`src/rtl/pause_ctl_reg.sv`:
```
module pause_ctl_reg #(
  parameter int LEN_W = 16
) (
  input  logic             clk,
  input  logic             rst_n,
  input  logic             wr_en,
  input  logic [1:0]       wr_half,
  input  logic [31:0]      wr_data,
  output logic [31:0]      rd_data,
  input  logic             full_duplex,
  input  logic             neg_tx_pause,
  input  logic             neg_rx_pause,
  output logic             tx_pause_en,
  output logic             rx_pause_en,
  output logic             adv_pause,
  output logic             adv_asym,
  output logic             backpressure,
  output logic             preq_valid,
  output logic [LEN_W-1:0] preq_operand,
  input  logic             preq_ready,
  output logic             len_upd_req,
  output logic [LEN_W-1:0] len_new,
  input  logic             len_ack,
  output logic [LEN_W-1:0] active_len
);

  localparam int HW = 16;
  localparam logic [HW-1:0] HI_IMPL = 16'b0100_0000_0111_1101;
  localparam int B_CMD  = 0;
  localparam int B_FIX  = 2;
  localparam int B_APA  = 3;
  localparam int B_AAS  = 4;
  localparam int B_FRX  = 5;
  localparam int B_FTX  = 6;
  localparam int B_CHG  = 14;
  localparam logic [LEN_W-1:0] OP_ONES = {LEN_W{1'b1}};

  logic [HW-1:0]    hi_q, hi_wr, hi_new, hi_d;
  logic [LEN_W-1:0] plen_q, lat_q;
  logic             ack_seen;
  logic             upd_hi, upd_lo, fix_next, cmd_touch, cmd_val, fixed_cmd;
  logic             new_req;
  logic [LEN_W-1:0] new_op;
  logic             slot_v;
  logic [LEN_W-1:0] slot_op;
  logic             take;

  assign upd_hi = wr_en && wr_half[1];
  assign upd_lo = wr_en && wr_half[0];

  for (genvar i = 0; i < HW; i++) begin : g_hi
    localparam int VB = (i < 8) ? 7 : 15;
    if (i == VB) begin : g_val
      assign hi_wr[i] = 1'b0;
    end else begin : g_fld
      assign hi_wr[i] = wr_data[HW+i] ? wr_data[HW+VB] : hi_q[i];
    end
  end

  assign hi_new    = hi_wr & HI_IMPL;
  assign fix_next  = upd_hi ? hi_new[B_FIX] : hi_q[B_FIX];
  assign cmd_touch = upd_hi && wr_data[HW+B_CMD];
  assign cmd_val   = wr_data[HW+7];
  assign fixed_cmd = cmd_touch && full_duplex && fix_next;

  assign new_req = cmd_touch && full_duplex &&
                   (fix_next ? cmd_val : (cmd_val != hi_q[B_CMD]));
  assign new_op  = fix_next ? lat_q : (cmd_val ? OP_ONES : '0);

  always_comb begin
    hi_d = upd_hi ? hi_new : hi_q;
    hi_d[B_CHG] = hi_q[B_CHG] || (upd_hi && hi_new[B_CHG]);
    if (fixed_cmd) hi_d[B_CMD] = 1'b0;
    if (ack_seen)  hi_d[B_CHG] = 1'b0;
  end

  always_ff @(posedge clk or negedge rst_n) begin
    if (!rst_n) begin
      hi_q     <= '0;
      plen_q   <= '0;
      lat_q    <= '0;
      ack_seen <= 1'b0;
    end else begin
      hi_q     <= hi_d;
      ack_seen <= len_ack && hi_q[B_CHG];
      if (upd_lo) plen_q <= wr_data[LEN_W-1:0];
      if (len_ack && hi_q[B_CHG]) lat_q <= plen_q;
    end
  end

  assign take = preq_valid && preq_ready;

  always_ff @(posedge clk or negedge rst_n) begin
    if (!rst_n) begin
      preq_valid   <= 1'b0;
      preq_operand <= '0;
      slot_v       <= 1'b0;
      slot_op      <= '0;
    end else if (!preq_valid) begin
      if (new_req) begin
        preq_valid   <= 1'b1;
        preq_operand <= new_op;
      end
    end else if (take) begin
      if (slot_v) begin
        preq_operand <= slot_op;
        slot_v       <= new_req;
        if (new_req) slot_op <= new_op;
      end else if (new_req) begin
        preq_operand <= new_op;
      end else begin
        preq_valid <= 1'b0;
      end
    end else if (new_req) begin
      slot_v  <= 1'b1;
      slot_op <= new_op;
    end
  end

  assign rd_data = {hi_q[HW-1:1],
                    hi_q[B_CMD] && !(full_duplex && hi_q[B_FIX]),
                    HW'(plen_q)};

  assign tx_pause_en  = hi_q[B_FTX] || neg_tx_pause;
  assign rx_pause_en  = hi_q[B_FRX] || neg_rx_pause;
  assign adv_pause    = hi_q[B_APA];
  assign adv_asym     = hi_q[B_AAS];
  assign backpressure = hi_q[B_CMD] && !full_duplex;
  assign len_upd_req  = hi_q[B_CHG];
  assign len_new      = plen_q;
  assign active_len   = lat_q;

endmodule

```
`config.mk`:
```
export PLATFORM = sky130hd
export DESIGN_NAME = pause_ctl_reg
export DESIGN_NICKNAME = d
export VERILOG_FILES = /design/src/rtl/pause_ctl_reg.sv
export SDC_FILE = /design/constraint.sdc
export NUM_CORES = 1
export LEC_CHECK = 0
export ABC_AREA = 1
export BUFFER_PORTS_ARGS = -buffer_cell sky130_fd_sc_hd__buf_4
export CORE_MARGIN = 5
export CORE_UTILIZATION = 35
export CTS_CLUSTER_DIAMETER = 50
export CTS_CLUSTER_SIZE = 40
export DETAILED_ROUTE_END_ITERATION = 8
export PLACE_DENSITY = 0.58
export RECOVER_POWER = 100
export SLEW_MARGIN = 5
export SYNTH_ARGS = -nofsm -noshare
export SYNTH_HDL_FRONTEND = slang
export SYNTH_SLANG_ARGS = --single-unit
```
`constraint.sdc`:
```
create_clock -name clk -period 1.85 [get_ports clk]
set_input_delay 0.0925 -clock clk [delete_from_list [all_inputs] [get_ports clk]]
set_output_delay 0.0925 -clock clk [all_outputs]
set_load 0.02 [all_outputs]
```
# Yosys cells after proc, flatten, opt, wreduce, memory -nomap -nowiden
# Cells that the tools add are included.
classes:
  n_reduce_logical: 27
  n_mux: 24
  eq_ne: 3
ops:
  columns: ["op", "n"]
  rows:
  - ["16-bit two-way mux", 9]
  - ["1-bit two-way mux", 15]
  - ["2-bit AND reduction", 7]
  - ["1-bit logical AND", 12]
  - ["2-bit nonzero test", 3]
  - ["1-bit logical OR", 3]
  - ["1-bit zero test", 2]
  - ["2-bit by 1-bit inequality test with 1-bit output, second input constant", 1]
  - ["2-bit inequality test, second input constant", 1]
  - ["1-bit inequality test", 1]
word_totals:
  word_cells: 68
  reg_bits: 74

# Logic depth before layout (Yosys ltp)
# Gate-level depths: netlist (run 1).
depth:
  depth_word: 8
  depth_mapped: 11
  ltp_nobuf: 10

# Least setup slack after synthesis (run 1)
# Ideal clock, no wire load.
synth_timing:
  kind: "reg-to-reg"
  start: "register preq_valid"
  end: "register slot_op[14]"
  arrival_time_ns: 1.388
  setup_slack_ns: 0.346
  stages_incl_launch_ff: 9
  cell_sequence: "dfrtp_1 nand2_2 inv_1 nor2_1 nor2_2 buf_4 buf_6 nand2_1 nand2_1"
synth_between:
  elab_chain_len: 3
synth_lines:
  columns: ["element", "line_no", "source"]
  rows:
  - ["from (decl)", "18", "output logic preq_valid,"]
  - ["from (signal assigned)", "95", "preq_valid <= 1'b0;"]
  - ["from (signal assigned)", "101", "preq_valid <= 1'b1;"]
  - ["from (signal assigned)", "112", "preq_valid <= 1'b0;"]
  - ["1-bit logical AND", "91", "assign take = preq_valid && preq_ready;"]
  - ["2-bit inequality test (no source line)", null, null]
  - ["2-bit AND reduction (no source line)", null, null]
  - ["to (signal assigned)", "108", "if (new_req) slot_op <= new_op;"]
  - ["to (signal assigned)", "116", "slot_op <= new_op;"]
  - ["to (decl)", "45", "logic [LEN_W-1:0] slot_op;"]
# Parallel ways exist; a longest one is shown, timed or not.
# A chain may end at the register's enable or synchronous reset.

# Worst setup path after layout (run 1)
layout_timing:
  start: "register hi_q[2]"
  end: "register slot_op[12]"
layout_between:
  elab_chain_len: 7
layout_lines:
  columns: ["element", "line_no", "source"]
  rows:
  - ["from (decl)", "38", "logic [HW-1:0] hi_q, hi_wr, hi_new, hi_d;"]
  - ["from (signal assigned)", "84", "hi_q <= hi_d;"]
  - ["1-bit two-way mux", "56", "assign hi_wr[i] = wr_data[HW+i] ? wr_data[HW+VB] : hi_q[i];"]
  - ["1-bit two-way mux (*)", "61", "assign fix_next = upd_hi ? hi_new[B_FIX] : hi_q[B_FIX];"]
  - ["1-bit two-way mux", "67", "(fix_next ? cmd_val : (cmd_val != hi_q[B_CMD]));"]
  - ["1-bit logical AND", "66", "assign new_req = cmd_touch && full_duplex &&"]
  - ["16-bit two-way mux (*)", "108, 114", null]
  - ["16-bit two-way mux", "105", "if (slot_v) begin"]
  - ["16-bit two-way mux (*)", "104", "end else if (take) begin"]
# Every way passes the cells marked *; elsewhere a longest branch is shown, timed or not. The select of a mux whose other input is x is not followed.

==> results of run 1 <==
per-layer routing:
layer	vias up	track usage, %	wire length (µm)
li1	1620	-	-
met5	-	0	0
met1	1462	20.1	4050
met2	104	23.6	4390
met4	0	3.37	76
met3	9	4.20	632
worst max-delay path: stages, from the launching register on:
cell,delay (ns)
dfrtp_1,0.42
inv_1,0.14
nand2_4,0.06
nand2_1,0.11
nand2_1,0.06
nand2_1,0.05
clkbuf_2,0.32
nand3_1,0.21
o22ai_1,0.19
worst paths after layout:
| kind | start | end | depth (start not counted) |
|---|---|---|---|
| worst max-delay path | hi_q[2] | slot_op[12] | 8 |
| worst min-delay path | wr_data[31] | hi_q[14] | 3 |
| worst max register to register | hi_q[2] | slot_op[12] | 8 |
| worst min register to register | ack_seen | hi_q[14] | 1 |
| max in group asynchronous | rst_n | slot_v | 3 |
| min in group asynchronous | rst_n | len_new[12] | 2 |
flip-flops by register name, indices dropped and copies added (netlist names):
| signal | flops |
|---|---|
| preq_operand | 16 |
| active_len | 16 |
| preq_valid | 1 |
| len_new | 16 |
| ack_seen | 1 |
| slot_v | 1 |
| hi_q | 7 |
| slot_op | 16 |
per-stage QoR:
stage / util (%) / hold slack (ns) / instances / area (µm²) / power [mW]
final: 44.1 / 0.00904 / 703 / 4520 / 5.98
after global routing: 44.1 / 0.0149 / 703 / 4520 / 6.46
after CTS: 47.3 / 0.00192 / 703 / 4840 / 6.51
after detailed placement: 43.8 / 0.0354 / 670 / 4480 / 5.22
after global placement: 43.8 / 0.0320 / 670 / 4480 / 5.18
after floorplan: - / -0.203 / 459 / 3680 / 4.10
layout by cell type (no fill, tap or decap), drive strengths merged, types with 3 or more instances in the layout:
cell type and n:
dlygate4sd3 17, nand2 142, nor2 23, clkbuf 95
a21oi 28, mux2 4, clkinv 3, buf 40
o21ai 29, conb 9, inv 39, nand3 52
dfrtp 74
area by class of cell:
class                      count  share of cell area [%]
sequential                    74                    41.0
multi-input combinational    296                    30.0
timing repair buffer         142                    17.7
tap                          136                    3.77
inverter                      39                    3.24
clock buffer                  10                    2.83
clock inverter                 6                    1.50
cell families (layout without fill, tap and decap cells):
group	Yosys count	after routing	share of synthesized area (%)
compound gates	61	61	8.57
flops	74	74	50.8
other cells	1	9	0.103
mux	4	4	1.23
xor+xnor	1	1	0.240
buf+inv	89	197	12.9
simple gates	221	221	26.2
where the power goes:
group	leakage [nW]	internal, mW	switching [mW]
logic	1.34	0.674	1.55
registers	0.860	2.13	0.397
clock network	0.0925	0.625	0.611
total	2.29	3.43	2.55
==> out/summary.txt, run 1 <==
RSZ-0062 raised after global routing: no
Clock Skew: 0.00628 ns
Die area: 12600 µm²
PortBufs: 112
Postcts setup bufs: 0
Root Driver: clkbuf_8
Row count: 37
Seq/Total Area, Yosys: 50.8%
Worst reg2reg setup slack: 0.20 ns
Top cells by area, synth: dfrtp_1 (51%), nand2_1 (14%), nand3_1 (6.9%)
Sequential Area: 1850 µm²
Slew Viols, Final: 0
Area share of the largest cell type after synthesis: 50.8%
PostCTS Resize Cnt: 0
Post-synth top cells: nand2_1 (137), dfrtp_1 (74), nand3_1 (50), inv_1 (35), buf_4 (32)
DRT iter0 DRCs: 166
Core Footprint: 10200 µm²
Crit path kind: flop to flop
Crit path max fanout: 16
Most frequent cell after synthesis: nand2_1
First-pass DRT Iterations: 4
Area leader, netlist: dfrtp_1
CP Capture Type: flop
H-tree Lvls: 3
Vias in the first global route: 3073
Ys async rst share: 100%
Class of the worst hold path: input port to flop
Synth-to-layout area growth: 23.8%
Netlist cell types: 29
Global route total overflow: 0
Synth Instances: 451
Period utilisation layout: 89.0%
GP Congestion: 0.793
Setup crit start kind: flop
Ant diodes: 0
Nets: 604
Via/cell ratio: 4.54
Final wirelength: 9.16 mm
CTS Hold Buffers Added: 17
Post-layout min period: 1.65 ns
Synthesized area: 3650 µm²
Hpwl dp: 6.69 mm
Static Leakage: 2.29 nW
TritonCTS Buffers: 9
FF+latch count, synth: 74
Warnings, synthesis: 0
Sum Neg Setup Slack: 0 ns
Worst endpoint required time: 2.11 ns
Pin count of the biggest net entering global routing: 48
Worst EP arrival: 1.91 ns
First-pass GRT wire length: 15.4 mm
Final ANT Viol Nets: 0
Clock Pin Slew Worst Setup and Hold Paths: 0.08 ns
Setup WS pre-CTS: 0.327 ns
GRT Overall Usage: 14.8%
VDD IR-drop max: 0.000550 V
Worst-Margin Slew: 0.861 ns
CTS tree: built
CTS max path bufs: 2
Initial antenna violation count: 0
Primary FF master, synth: dfrtp_1
Avg Inst Size Synth: 8.09 µm²
DR vias: 3195
Clock sinks: 74
Power Dens Cells: 1320 nW/µm²
Final Hold Vio Count: 0
Post-synth EDFFs: 0
DIE HEIGHT: 112 µm
Fillers: 1099
Footprint of the multi-input gates: 1350 µm²
Remaining DRCs: 0
Initial Utilization: 35.7%
FMAX: 607 MHz
WL/cell: 13.0 µm
MaxCap Viol Count: 0
I/O pins: 129
Slew Limit Headroom: 42.6%
Die X: 112 µm
Setup slack after layout: 0.204 ns
Final setup vio count: 0
Share of cells above drive strength 1: 13.8%
Status: complete, no violations
Clock Latency Late Sink: 0.34 ns
No activity file was read; power rests on OpenSTA's default activity.
==> run 2, diff against run 1 <==
- SETUP_SLACK_MARGIN: unset -> 0.3
==> run 2 against run 1 <==
Sequential share of layout area is 0.15 points lower. Combinational power hardly changed. Maximum frequency is 8.0% higher. Largest power group unchanged. Register-to-register slack better by 0.12 ns. Die area stayed put. Critical endpoint is now preq_operand[5]. Largest cell class unchanged. Non-clock buffer count stayed put. Clock skew hardly changed. Count of clock-buffer cells in the layout stayed put.
==> out/summary.txt, run 2 (same netlist as run 1, synthesis figures left out) <==
Slowest stage delay, CP: 0.42 ns
Reg2reg path depth: 10
Share of cells above drive strength 1: 13.9%
M1 WL: 4.06 mm
Slew Limit Headroom: 42.5%
Row count: 37
I/O pins: 129
Hold Crit Depth: 3
Nets: 604
Vias in the first global route: 3073
DR vias: 3194
RSZ-0062 raised after global routing: yes
TritonCTS Buffers: 9
First-pass DRT Iterations: 4
Period utilisation layout: 82.4%
Via/cell ratio: 4.54
Die area: 12600 µm²
Met3 WL post-DR: 651 µm
Static Leakage: 2.30 nW
Root Driver: clkbuf_8
Most common cell after layout, fill and taps aside: nand2_1
Sum Neg Setup Slack: 0 ns
Final ANT Viol Nets: 0
FMAX: 656 MHz
Status: complete, no violations
CP Capture Type: flop
Setup WS pre-CTS: 0.327 ns
Worst endpoint required time: 2.13 ns
Worst reg2reg setup slack: 0.33 ns
Critical R2R Launch: hi_q[2]
Power, Total: 5.98 mW
PortBufs: 112
Initial Utilization: 35.7%
Crit path max fanout: 18
DRT iter0 DRCs: 157
Slew Viols, Final: 0
Core Footprint: 10200 µm²
Crit-path leading delay family: simple AND/OR/NAND/NOR gates
Slowest CP cell: dfrtp_1
Post-layout min period: 1.52 ns
H-tree Lvls: 3
Synth-to-layout area growth: 24.2%
CTS tree: built
Setup crit start kind: flop
Hpwl dp: 6.69 mm
VDD IR-drop max: 0.000551 V
Clock Latency Late Sink: 0.34 ns
Crit path kind: flop to flop
GRT Overall Usage: 14.8%
Critical path buffers and inverters: 2
WL/cell: 13.0 µm
Crit path cell chain: inv_1 > nand2_4 > nand2_1 > nand2_1 > nand3_1 > buf_4 > nand2_1 > nand3_1 > nand2_1 > nand2_1
Remaining DRCs: 0
Commonest cells after routing, fill and taps aside: nand2_1 (139), clkbuf_1 (81), dfrtp_1 (74)
Final Hold Vio Count: 0
RR Endpoint: preq_operand[5]
Worst-Margin Slew: 0.863 ns
Fin Hold WS: 0.0168 ns
Worst EP arrival: 1.80 ns
Class of the worst hold path: input port to flop
MaxCap Viol Count: 0
Hold path startpoint: wr_data[31]
First-pass GRT wire length: 15.4 mm
DIE HEIGHT: 112 µm
Final setup vio count: 0
Ant diodes: 0
Met2 wire length: 4.40 mm
Clock Pin Slew Worst Setup and Hold Paths: 0.08 ns
Power Dens Cells: 1320 nW/µm²
Top routing layer in use: met4
Clock Skew: 0.00676 ns
Die X: 112 µm
Setup slack after layout: 0.325 ns
Final wirelength: 9.14 mm
Most common cell on crit path: nand2_1
CTS max path bufs: 2
Clock sinks: 74
Initial antenna violation count: 0
Pin count of the biggest net entering global routing: 48
Hold endpoint: hi_q[14]
GP Congestion: 0.793
Global route total overflow: 0
[run 2: cell count changes in the layout (fill, tap and decap cells not counted), sizes merged]
| cell | change |
|---|---|
| buf | +3 |
| clkbuf | -3 |
[run 2: per-stage QoR]
step,util [%],std cells,instance area (µm²)
global placement,43.8,670,4480
global route,44.3,703,4530
CTS,47.3,703,4840
finish,44.3,703,4530
floorplan,-,459,3680
detailed placement,43.8,670,4480
[run 2: worst max-delay path by stage]
| stage | cells past startpoint | slack (ns) | startpoint | endpoint |
|---|---|---|---|---|
| floorplan | 8 | 0.35 | preq_valid | slot_op[14] |
| global placement | 8 | 0.35 | hi_q[2] | slot_op[3] |
| detailed placement | 9 | 0.33 | hi_q[2] | slot_op[7] |
| CTS | 9 | 0.30 | hi_q[2] | slot_op[7] |
| global route | 10 | 0.17 | hi_q[2] | preq_operand[6] |
| finish | 10 | 0.33 | hi_q[2] | preq_operand[5] |
[run 2: what timing repair did]
| action | in CTS | in global routing |
|---|---|---|
| buffers inserted | 0 | 0 |
| endpoints found under the hold margin | 43 | 0 |
| hold buffers | 17 | 0 |
| resized for setup | 0 | 3 |
| setup endpoints to repair | 0 | 13 |
[run 2: cell type report]
| class | instances | area (µm²) |
|---|---|---|
| fill | 1094 | 5700 |
| multi-input combinational | 296 | 1350 |
| sequential | 74 | 1850 |
| inverter | 39 | 146 |
| tap | 136 | 170 |
| clock inverter | 6 | 67.6 |
| clock buffer | 10 | 128 |
| timing repair buffer | 142 | 820 |
[run 2: worst min-delay path: cells and delay by family]
kind,cells,cell delay (ns)
AO/OA/AOI/OAI,1,0.07
buffers and inverters,1,0.08
AND/OR/NAND/NOR,1,0.07
[run 2: metal layers]
metal | track usage, % | up-vias
met5 | 0 | -
met4 | 3.37 | 0
met3 | 4.20 | 2
met2 | 23.6 | 111
met1 | 20.1 | 1462
li1 | - | 1619
[run 2: report_power, final]
group | internal [mW] | switching (mW)
clock network | 0.626 | 0.606
registers | 2.13 | 0.398
logic | 0.680 | 1.54
total | 3.43 | 2.55
